**config.mk**
```make
export PLATFORM = sky130hd
export DESIGN_NAME = audio_irq_ctrl
export DESIGN_NICKNAME = d
export VERILOG_FILES = /design/src/rtl/audio_irq_ctrl.sv
export SDC_FILE = /design/constraint.sdc
export NUM_CORES = 1
export LEC_CHECK = 0
export BUFFER_PORTS_ARGS = -buffer_cell sky130_fd_sc_hd__buf_4
export CORE_MARGIN = 2
export CORE_UTILIZATION = 35
export CTS_CLUSTER_SIZE = 28
export DETAILED_ROUTE_END_ITERATION = 12
export REMOVE_ABC_BUFFERS = 1
export SLEW_MARGIN = 10
export SYNTH_ARGS = -nofsm -noshare
export SYNTH_HDL_FRONTEND = slang
export SYNTH_SLANG_ARGS = --single-unit
```
**constraint.sdc**
```tcl
create_clock -name clk -period 2.78 [get_ports clk]
set_input_delay 0.695 -clock clk [delete_from_list [all_inputs] [get_ports clk]]
set_output_delay 0.695 -clock clk [all_outputs]
set_load 0.05 [all_outputs]
```
**src/rtl/audio_irq_ctrl.sv**
```systemverilog
module audio_irq_ctrl (
  input  logic        clk,
  input  logic        rst_n,
  input  logic        wr_en,
  input  logic [1:0]  wr_sel,
  input  logic [31:0] wr_data,
  input  logic [1:0]  rd_sel,
  output logic [31:0] rd_data,
  input  logic [3:0]  ser_under,
  input  logic [3:0]  ser_empty,
  input  logic [1:0]  spd_under,
  input  logic [1:0]  spd_done,
  input  logic [1:0]  spd_empty,
  output logic        irq
);
  localparam int          NSER     = 4;
  localparam int          NSPD     = 2;
  localparam int          CW       = 2;
  localparam logic [31:0] LIVE     = 32'h00CF_0CCF;
  localparam logic [31:0] MODE_MSK = 32'h0033_3000;

  logic [31:0] ev, hit, clr, st_q, en_q, md_q;
  logic        md_wr;

  assign md_wr = wr_en && (wr_sel == 2'd2);
  assign clr   = (wr_en && wr_sel == 2'd0) ? wr_data : '0;

  always_comb begin
    ev = '0;
    for (int n = 0; n < NSER; n++) begin
      ev[3 - n]  = ser_under[n];
      ev[19 - n] = ser_empty[n];
    end
    for (int n = 0; n < NSPD; n++) begin
      ev[7 - n]  = spd_under[n];
      ev[11 - n] = spd_done[n];
      ev[23 - n] = spd_empty[n];
    end
  end

  for (genvar i = 0; i < 32; i++) begin : g_bit
    if (LIVE[i]) begin : g_cnt
      localparam int SH = (i < 4 || (i >= 16 && i < 20)) ? 12 :
                          (i == 6 || i == 10 || i == 22) ? 16 : 20;
      logic [1:0]    mode;
      logic [CW-1:0] cnt, thr;
      assign mode = md_q[SH +: 2];
      assign thr  = (mode == 2'd1) ? CW'(1) : (mode == 2'd2) ? CW'(3) : CW'(0);
      assign hit[i] = ev[i] && !md_wr && (cnt == thr);
      always_ff @(posedge clk) begin
        if (!rst_n || md_wr)   cnt <= '0;
        else if (hit[i])       cnt <= '0;
        else if (ev[i])        cnt <= cnt + CW'(1);
      end
    end else begin : g_none
      assign hit[i] = ev[i];
    end
  end

  always_ff @(posedge clk) begin
    if (!rst_n) begin
      st_q <= '0;
      en_q <= '0;
      md_q <= '0;
    end else begin
      st_q <= ((st_q & ~clr) | hit) & LIVE;
      if (wr_en && wr_sel == 2'd1) en_q <= wr_data & LIVE;
      if (md_wr)                   md_q <= wr_data & MODE_MSK;
    end
  end

  always_comb begin
    case (rd_sel)
      2'd0:    rd_data = st_q;
      2'd1:    rd_data = en_q;
      2'd2:    rd_data = md_q;
      default: rd_data = '0;
    endcase
  end

  assign irq = |(st_q & en_q);
endmodule

```
==> results of run 1 <==
## metrics by stage
stage	total power, mW	worst slack (ns)	hold slack [ns]
floorplan	1.318	0.2016	0.4478
global placement	1.455	0.3127	0.4609
detailed placement	1.468	0.3106	0.4726
CTS	2.347	0.3050	0.4822
global route	2.435	0.1927	0.5003
finish	2.319	0.3030	0.4792
## state kept, by name, indices dropped and copies added, names as in the netlist
register         flops
en_q                14
g_bit.g_cnt.cnt     28
md_q                 6
st_q                14
## cell families after synthesis
family          after synthesis
mux                          20
buf+inv                      47
simple gates                130
flops                        62
compound gates               51
xor+xnor                     56
other cells                   1
fa+ha+maj                     3
## power breakdown
group | total [mW] | internal (mW) | switching (mW)
Clock | 0.872 | 0.527 | 0.345
Combinational | 0.443 | 0.182 | 0.261
Sequential | 1.00 | 0.949 | 0.0545
## worst reg2reg max path: cells and delay by family, from the launching register on
kind                     cells  cell delay [ns]
adder cells (fa/ha/maj)      1             0.56
flip-flops                   1             0.34
AND/OR/NAND/NOR              2             0.27
XOR/XNOR                     1             0.22
buffers and inverters        1             0.05
## layout by cell type (no fill, tap or decap), drive strengths merged, types with 2 or more instances in the layout
| cell type | Yosys | layout |
|---|---|---|
| and2 | 5 | 5 |
| conb | 1 | 14 |
| xnor2 | 28 | 28 |
| o21ai | 16 | 16 |
| clkinv | 0 | 2 |
| bufinv | 0 | 2 |
| a21boi | 28 | 28 |
| nand4 | 15 | 15 |
| ha | 3 | 3 |
| xor2 | 28 | 28 |
| and3 | 15 | 15 |
| nand3b | 2 | 2 |
| inv | 17 | 17 |
| nor2 | 12 | 12 |
| dfxtp | 62 | 62 |
| clkbuf | 4 | 12 |
| a22oi | 5 | 5 |
| nor2b | 6 | 6 |
| nor3 | 28 | 28 |
| nand2 | 45 | 45 |
| buf | 26 | 60 |
| mux2i | 20 | 20 |
## routing by layer
layer,up-vias,global-route usage,part of all wire
li1,1330,-,-
met1,1194,0.2026,0.48
met2,62,0.2364,0.45
met3,13,0.02705,0.042
met4,0,0.07798,0.026
met5,-,0,0
## area by class of cell
cell class / instances / area share
Multi-Input combinational cell: 274 / 0.4620
Sequential cell: 62 / 0.3165
Timing Repair Buffer: 60 / 0.1149
Clock buffer: 12 / 0.03701
Tap cell: 111 / 0.03542
Clock inverter: 4 / 0.01787
Inverter: 17 / 0.01627
## path summary, 6_finish.rpt
check,slack [ns],cells after the start,from,to
min reg2reg,0.48,2,st_q[11],st_q[11]
max reg2reg,1.20,5,md_q[12],g_bit[0].g_cnt.cnt[1]
max,0.30,5,rd_sel[1],rd_data[17]
min,0.48,2,st_q[11],st_q[11]
==> metrics.md, run 1 <==
| Metric | Value |
|---|---|
| Unrepaired setup endpoints after global routing | `false` |
| Ys Warns | `0` |
| Hold Fails Final Rpt | `0` |
| Compound-Gate Fraction of Synth Area | `0.1173` |
| Synth top cells by count | `dfxtp_1 (62), nand2_1 (44), nor3_1 (28), xnor2_1 (28), xor2_1 (28)` |
| Most frequent cell after synthesis | `dfxtp_1` |
| Setup TNS | `0 ns` |
| Leak | `1.651 nW` |
| Main flop type after synthesis | `dfxtp_1` |
| Avg Inst Size Synth | `8.823 um2` |
| Setup Buffers After CTS | `0` |
| Final #Nets | `480` |
| DRT Wirelength | `7325 um` |
| DP HPWL | `5362 um` |
| Multi-input combinational cell area | `1812 um2` |
| CTS tree | `built` |
| Final slew viol count | `0` |
| Yosys top cell area share | `0.3802` |
| Main combinational cell family by area after synthesis | `simple AND/OR/NAND/NOR gates` |
| Die outline height | `100.6 um` |
| Hold crit path type | `flop to flop` |
| Synth Area in Simple Gates | `0.1985` |
| Final Non-Filler Cells | `540` |
| Pwr/cell area | `591.3 nW/um2` |
| Largest cells by area after synthesis | `dfxtp_1 (38%), xnor2_1 (7.5%), xor2_1 (7.5%), mux2i_1 (6.1%), nand2_1 (5.1%)` |
| Final period utilization | `0.8910` |
| Clk sinks | `62` |
| CTS Hold Buffers Added | `0` |
| Final core utilization | `0.4284` |
| Worst-Skew Late Latency | `0.34 ns` |
| Peak supply drop | `0.1959 mV` |
| Avg WL per Cell | `13.56 um` |
| Layout cell share with drive strength beyond 1 | `0.2005` |
| Post-Syn Area | `3264 um2` |
| 1st-pass router iterations | `4` |
| Setup Viol. Count Final | `0` |
| Mapped Cells | `370` |
| Multiplexer share of the synthesized area | `0.06133` |
| I/O Buffers | `57` |
| Max-Cap Viols | `0` |
| Critical Setup Path Class | `input pin to output pin` |
| CP endpoint kind | `output pin` |
| Adder-cell share of the synthesized area | `0.01150` |
| Critical Path Fanout Max | `15` |
| First-pass GRT wire length | `12080 um` |
| Grt total ovfl | `0` |
| Slowest cell on crit path | `nor2b_1` |
| Clock Path Buffers | `2` |
| Tot GR Track Use | `0.1523` |
| Post-route cell area | `3921 um2` |
| EDFF count, synth | `0` |
| Residual DRC | `0` |
| Slowest stage delay, CP | `0.41 ns` |
| Vias in the first global route | `2522` |
| Largest area contributor in the netlist | `dfxtp_1` |
| Ports | `86` |
| Status | `finished clean` |
| Required time of the critical path | `2.09 ns` |
| Cell mode on critical path | `buf_4` |
| Initial antenna violation count | `0` |
| Sequential area share after synthesis | `0.3802` |
| Shortest period the worst path allows | `2.477 ns` |
| Gp weighted congestion | `0.7304` |
| CP Cell Sequence | `buf_4 -> nor2b_1 -> nand2_1 -> o21ai_0 -> buf_4` |
| Measured slew at the worst slew-check pin | `0.5762 ns` |
| Maximum number of pins on one net before global-route repair | `36` |
| Final Skew | `0.009264 ns` |
| Iter 0 DRT Violations | `95` |
| Relative slew slack | `0.6159` |
| Fmax | `403.7 MHz` |
| ANT nets after route | `0` |
| Type of origin of the critical path | `input pin` |
| Crit path buf inv count | `2` |
| H-tree levels | `3` |
| DR vias | `2599` |
| Cts bufs inserted | `9` |
| Sequential Area | `1241 um2` |
| Reg clk slew, reported paths | `0.07 ns` |
| Synth unique cells | `29` |
| Post-cts resize count | `0` |
| Vias/cell | `4.813` |
| Fraction of registers with async set/reset | `0` |
| # diodes | `0` |
| Xor-xnor portion of the synthesized cell area | `0.1502` |
| Syn-to-layout area delta | `20.12%` |
| Site row count | `35` |
| Die X | `100.6 um` |
| Area after DPL | `3706 um2` |
| Initial Util | `0.3567` |
| Worst Path Arrival | `1.78 ns` |
| Yosys reg bits | `62` |
| Root Buffer | `clkbuf_8` |
| # fillers | `926` |
| Die area | `10120 um2` |
| Crit path max-delay family | `simple AND/OR/NAND/NOR gates` |
| Core Area | `9153 um2` |
| Placed Instances | `524` |
Note: power is estimated with default switching activity, not from simulation.
==> run 2: changes to the inputs <==
--- a/config.mk
+++ b/config.mk
@@ -10,6 +10,7 @@
 export CORE_UTILIZATION = 35
 export CTS_CLUSTER_SIZE = 28
 export DETAILED_ROUTE_END_ITERATION = 12
+export RECOVER_POWER = 25
 export REMOVE_ABC_BUFFERS = 1
 export SLEW_MARGIN = 10
 export SYNTH_ARGS = -nofsm -noshare
==> run 2 against run 1 <==
Effect of this change: clock power hardly changed; final cell count stayed put; non-clock buffer count stayed put; die area stayed put; sequential share of layout area is 0.091 points higher; core utilization is 0.12 points lower; clock-buffer cell count stayed put; critical endpoint unchanged; sequential cell count stayed put; fmax is 1.1% higher; total power is 0.23% lower.
==> metrics.md, run 2 (synthesis results as in run 1) <==
| Metric | Value |
|---|---|
| Syn-to-layout area delta | `19.78% (was 20.12%)` |
| Grt total ovfl | `0 (unchanged)` |
| Measured slew at the worst slew-check pin | `0.7792 ns (was 0.5762 ns)` |
| Cts bufs inserted | `9 (unchanged)` |
| Hold slack | `0.4811 ns (was 0.4792 ns)` |
| Commonest cells after routing, fill and taps aside | `dfxtp_1 (62), buf_4 (57), nand2_1 (44) (was dfxtp_1 (62), buf_4 (60), nand2_1 (44))` |
| DR vias | `2590 (was 2599)` |
| Vias/cell | `4.796 (was 4.813)` |
| Root Buffer | `clkbuf_8 (unchanged)` |
| Final #Nets | `480 (unchanged)` |
| Initial antenna violation count | `0 (unchanged)` |
| Setup Buffers After CTS | `0 (unchanged)` |
| Hold crit path type | `flop to flop (unchanged)` |
| Final Non-Filler Cells | `540 (unchanged)` |
| Largest regs | `g_bit.g_cnt.cnt x28, en_q x14, st_q x14 (unchanged)` |
| Final period utilization | `0.8816 (was 0.8910)` |
| Hold Fails Final Rpt | `0 (unchanged)` |
| Worst-Skew Late Latency | `0.34 ns (about the same)` |
| CP Cell Sequence | `buf_4 -> nor2b_1 -> nand2_1 -> o21ai_0 -> buf_4 (unchanged)` |
| Die X | `100.6 um (unchanged)` |
| Post-cts resize count | `0 (unchanged)` |
| Core Area | `9153 um2 (unchanged)` |
| 1st-pass router iterations | `4 (unchanged)` |
| Max reg flops | `28 (unchanged)` |
| Residual DRC | `0 (unchanged)` |
| Worst Path Arrival | `1.76 ns (was 1.78 ns)` |
| Critical Path Fanout Max | `15 (unchanged)` |
| Post-route setup slack | `0.3292 ns (was 0.3030 ns)` |
| Gp weighted congestion | `0.7304 (unchanged)` |
| CP endpoint kind | `output pin (unchanged)` |
| Avg WL per Cell | `13.57 um (was 13.56 um)` |
| Max-Cap Viols | `0 (unchanged)` |
| Unrepaired setup endpoints after global routing | `false (unchanged)` |
| Iter 0 DRT Violations | `98 (was 95)` |
| Most common cell after layout, fill and taps aside | `dfxtp_1 (unchanged)` |
| Tot GR Track Use | `0.1523 (unchanged)` |
| Slowest stage delay, CP | `0.40 ns (was 0.41 ns)` |
| Required time of the critical path | `2.09 ns (about the same)` |
| Placed Instances | `524 (unchanged)` |
| CTS Hold Buffers Added | `0 (unchanged)` |
| Initial Util | `0.3567 (unchanged)` |
| Site row count | `35 (unchanged)` |
| Relative slew slack | `0.4805 (was 0.6159)` |
| Die area | `10120 um2 (unchanged)` |
| I/O Buffers | `57 (unchanged)` |
| Worst R2R Path Depth | `5 (unchanged)` |
| Status | `finished clean (unchanged)` |
| Peak supply drop | `0.1957 mV (was 0.1959 mV)` |
| Fmax | `408.0 MHz (was 403.7 MHz)` |
| DP HPWL | `5362 um (unchanged)` |
| Type of origin of the critical path | `input pin (unchanged)` |
| Maximum number of pins on one net before global-route repair | `36 (unchanged)` |
| Clock Path Buffers | `2 (unchanged)` |
| Reg clk slew, reported paths | `0.06 ns (was 0.07 ns)` |
| H-tree levels | `3 (unchanged)` |
| Clk sinks | `62 (unchanged)` |
| Layout cell share with drive strength beyond 1 | `0.1935 (was 0.2005)` |
| Worst hold stages | `2 (unchanged)` |
| Final Skew | `0.009351 ns (was 0.009264 ns)` |
| # diodes | `0 (unchanged)` |
| Final core utilization | `0.4272 (was 0.4284)` |
| DRT Wirelength | `7328 um (was 7325 um)` |
| Ports | `86 (unchanged)` |
| Setup Viol. Count Final | `0 (unchanged)` |
| Final slew viol count | `0 (unchanged)` |
| First-pass GRT wire length | `12080 um (unchanged)` |
| ANT nets after route | `0 (unchanged)` |
| Pwr/cell area | `591.7 nW/um2 (was 591.3 nW/um2)` |
| CTS tree | `built (unchanged)` |
| Largest Register | `g_bit.g_cnt.cnt (unchanged)` |
| Leak | `1.636 nW (was 1.651 nW)` |
| Cell mode on critical path | `buf_4 (unchanged)` |
| Slowest cell on crit path | `nor2b_1 (unchanged)` |
| Place WS | `0.3106 ns (unchanged)` |
| Vias in the first global route | `2522 (unchanged)` |
| Die outline height | `100.6 um (unchanged)` |
| Setup TNS | `0 ns (unchanged)` |
| Critical Setup Path Class | `input pin to output pin (unchanged)` |
| Shortest period the worst path allows | `2.451 ns (was 2.477 ns)` |
-- run 2: cell types whose count changed in the layout (fill, tap and decap cells not counted) --
| cell | delta |
|---|---|
| a21boi_0 | +6 |
| and2_1 | -1 |
| and2_0 | +1 |
| a21boi_1 | -6 |
| clkbuf_1 | +3 |
| buf_4 | -3 |
-- run 2: routing by layer --
| layer | track usage | routed length [um] |
|---|---|---|
| met5 | 0 | 0 |
| met4 | 0.07798 | 187 |
| met3 | 0.02705 | 284 |
| met2 | 0.2364 | 3335 |
| met1 | 0.2026 | 3520 |
-- run 2: worst max-delay path, delay by kind of cell --
kind	cells	cell delay [ns]
and+or+nand+nor	2	0.49
AOI/OAI and AO/OA	1	0.12
buffers and inverters	2	0.43
-- run 2: path summary, 6_finish.rpt --
path | start | end | slack [ns]
setup / recovery | rd_sel[1] | rd_data[17] | 0.33
hold / removal | en_q[2] | en_q[2] | 0.48
hold reg to reg | en_q[2] | en_q[2] | 0.48
setup reg to reg | md_q[12] | g_bit[0].g_cnt.cnt[1] | 1.20
-- run 2: cell type report --
cell class                      instances  area [um2]
Inverter                               17       63.81
Clock buffer                           12       145.1
Sequential cell                        62        1241
Fill cell                             926        5243
Timing Repair Buffer                   60       439.2
Clock inverter                          4       70.07
Multi-Input combinational cell        274        1812
Tap cell                              111       138.9
-- run 2: report_power, final --
part	total, mW	switching, mW	internal [mW]	leakage (nW)
clock	0.870	0.343	0.527	0.110
combinational	0.440	0.261	0.179	1.02
sequential	1.00	0.0543	0.949	0.507
-- run 2: per-stage QoR --
step | power (mW) | cell area (um2)
6_report | 2.314 | 3910
5_1_grt | 2.431 | 3910
3_3_place_gp | 1.455 | 3706
4_1_cts | 2.347 | 3921
2_1_floorplan | 1.318 | 3117
3_5_place_dp | 1.468 | 3706
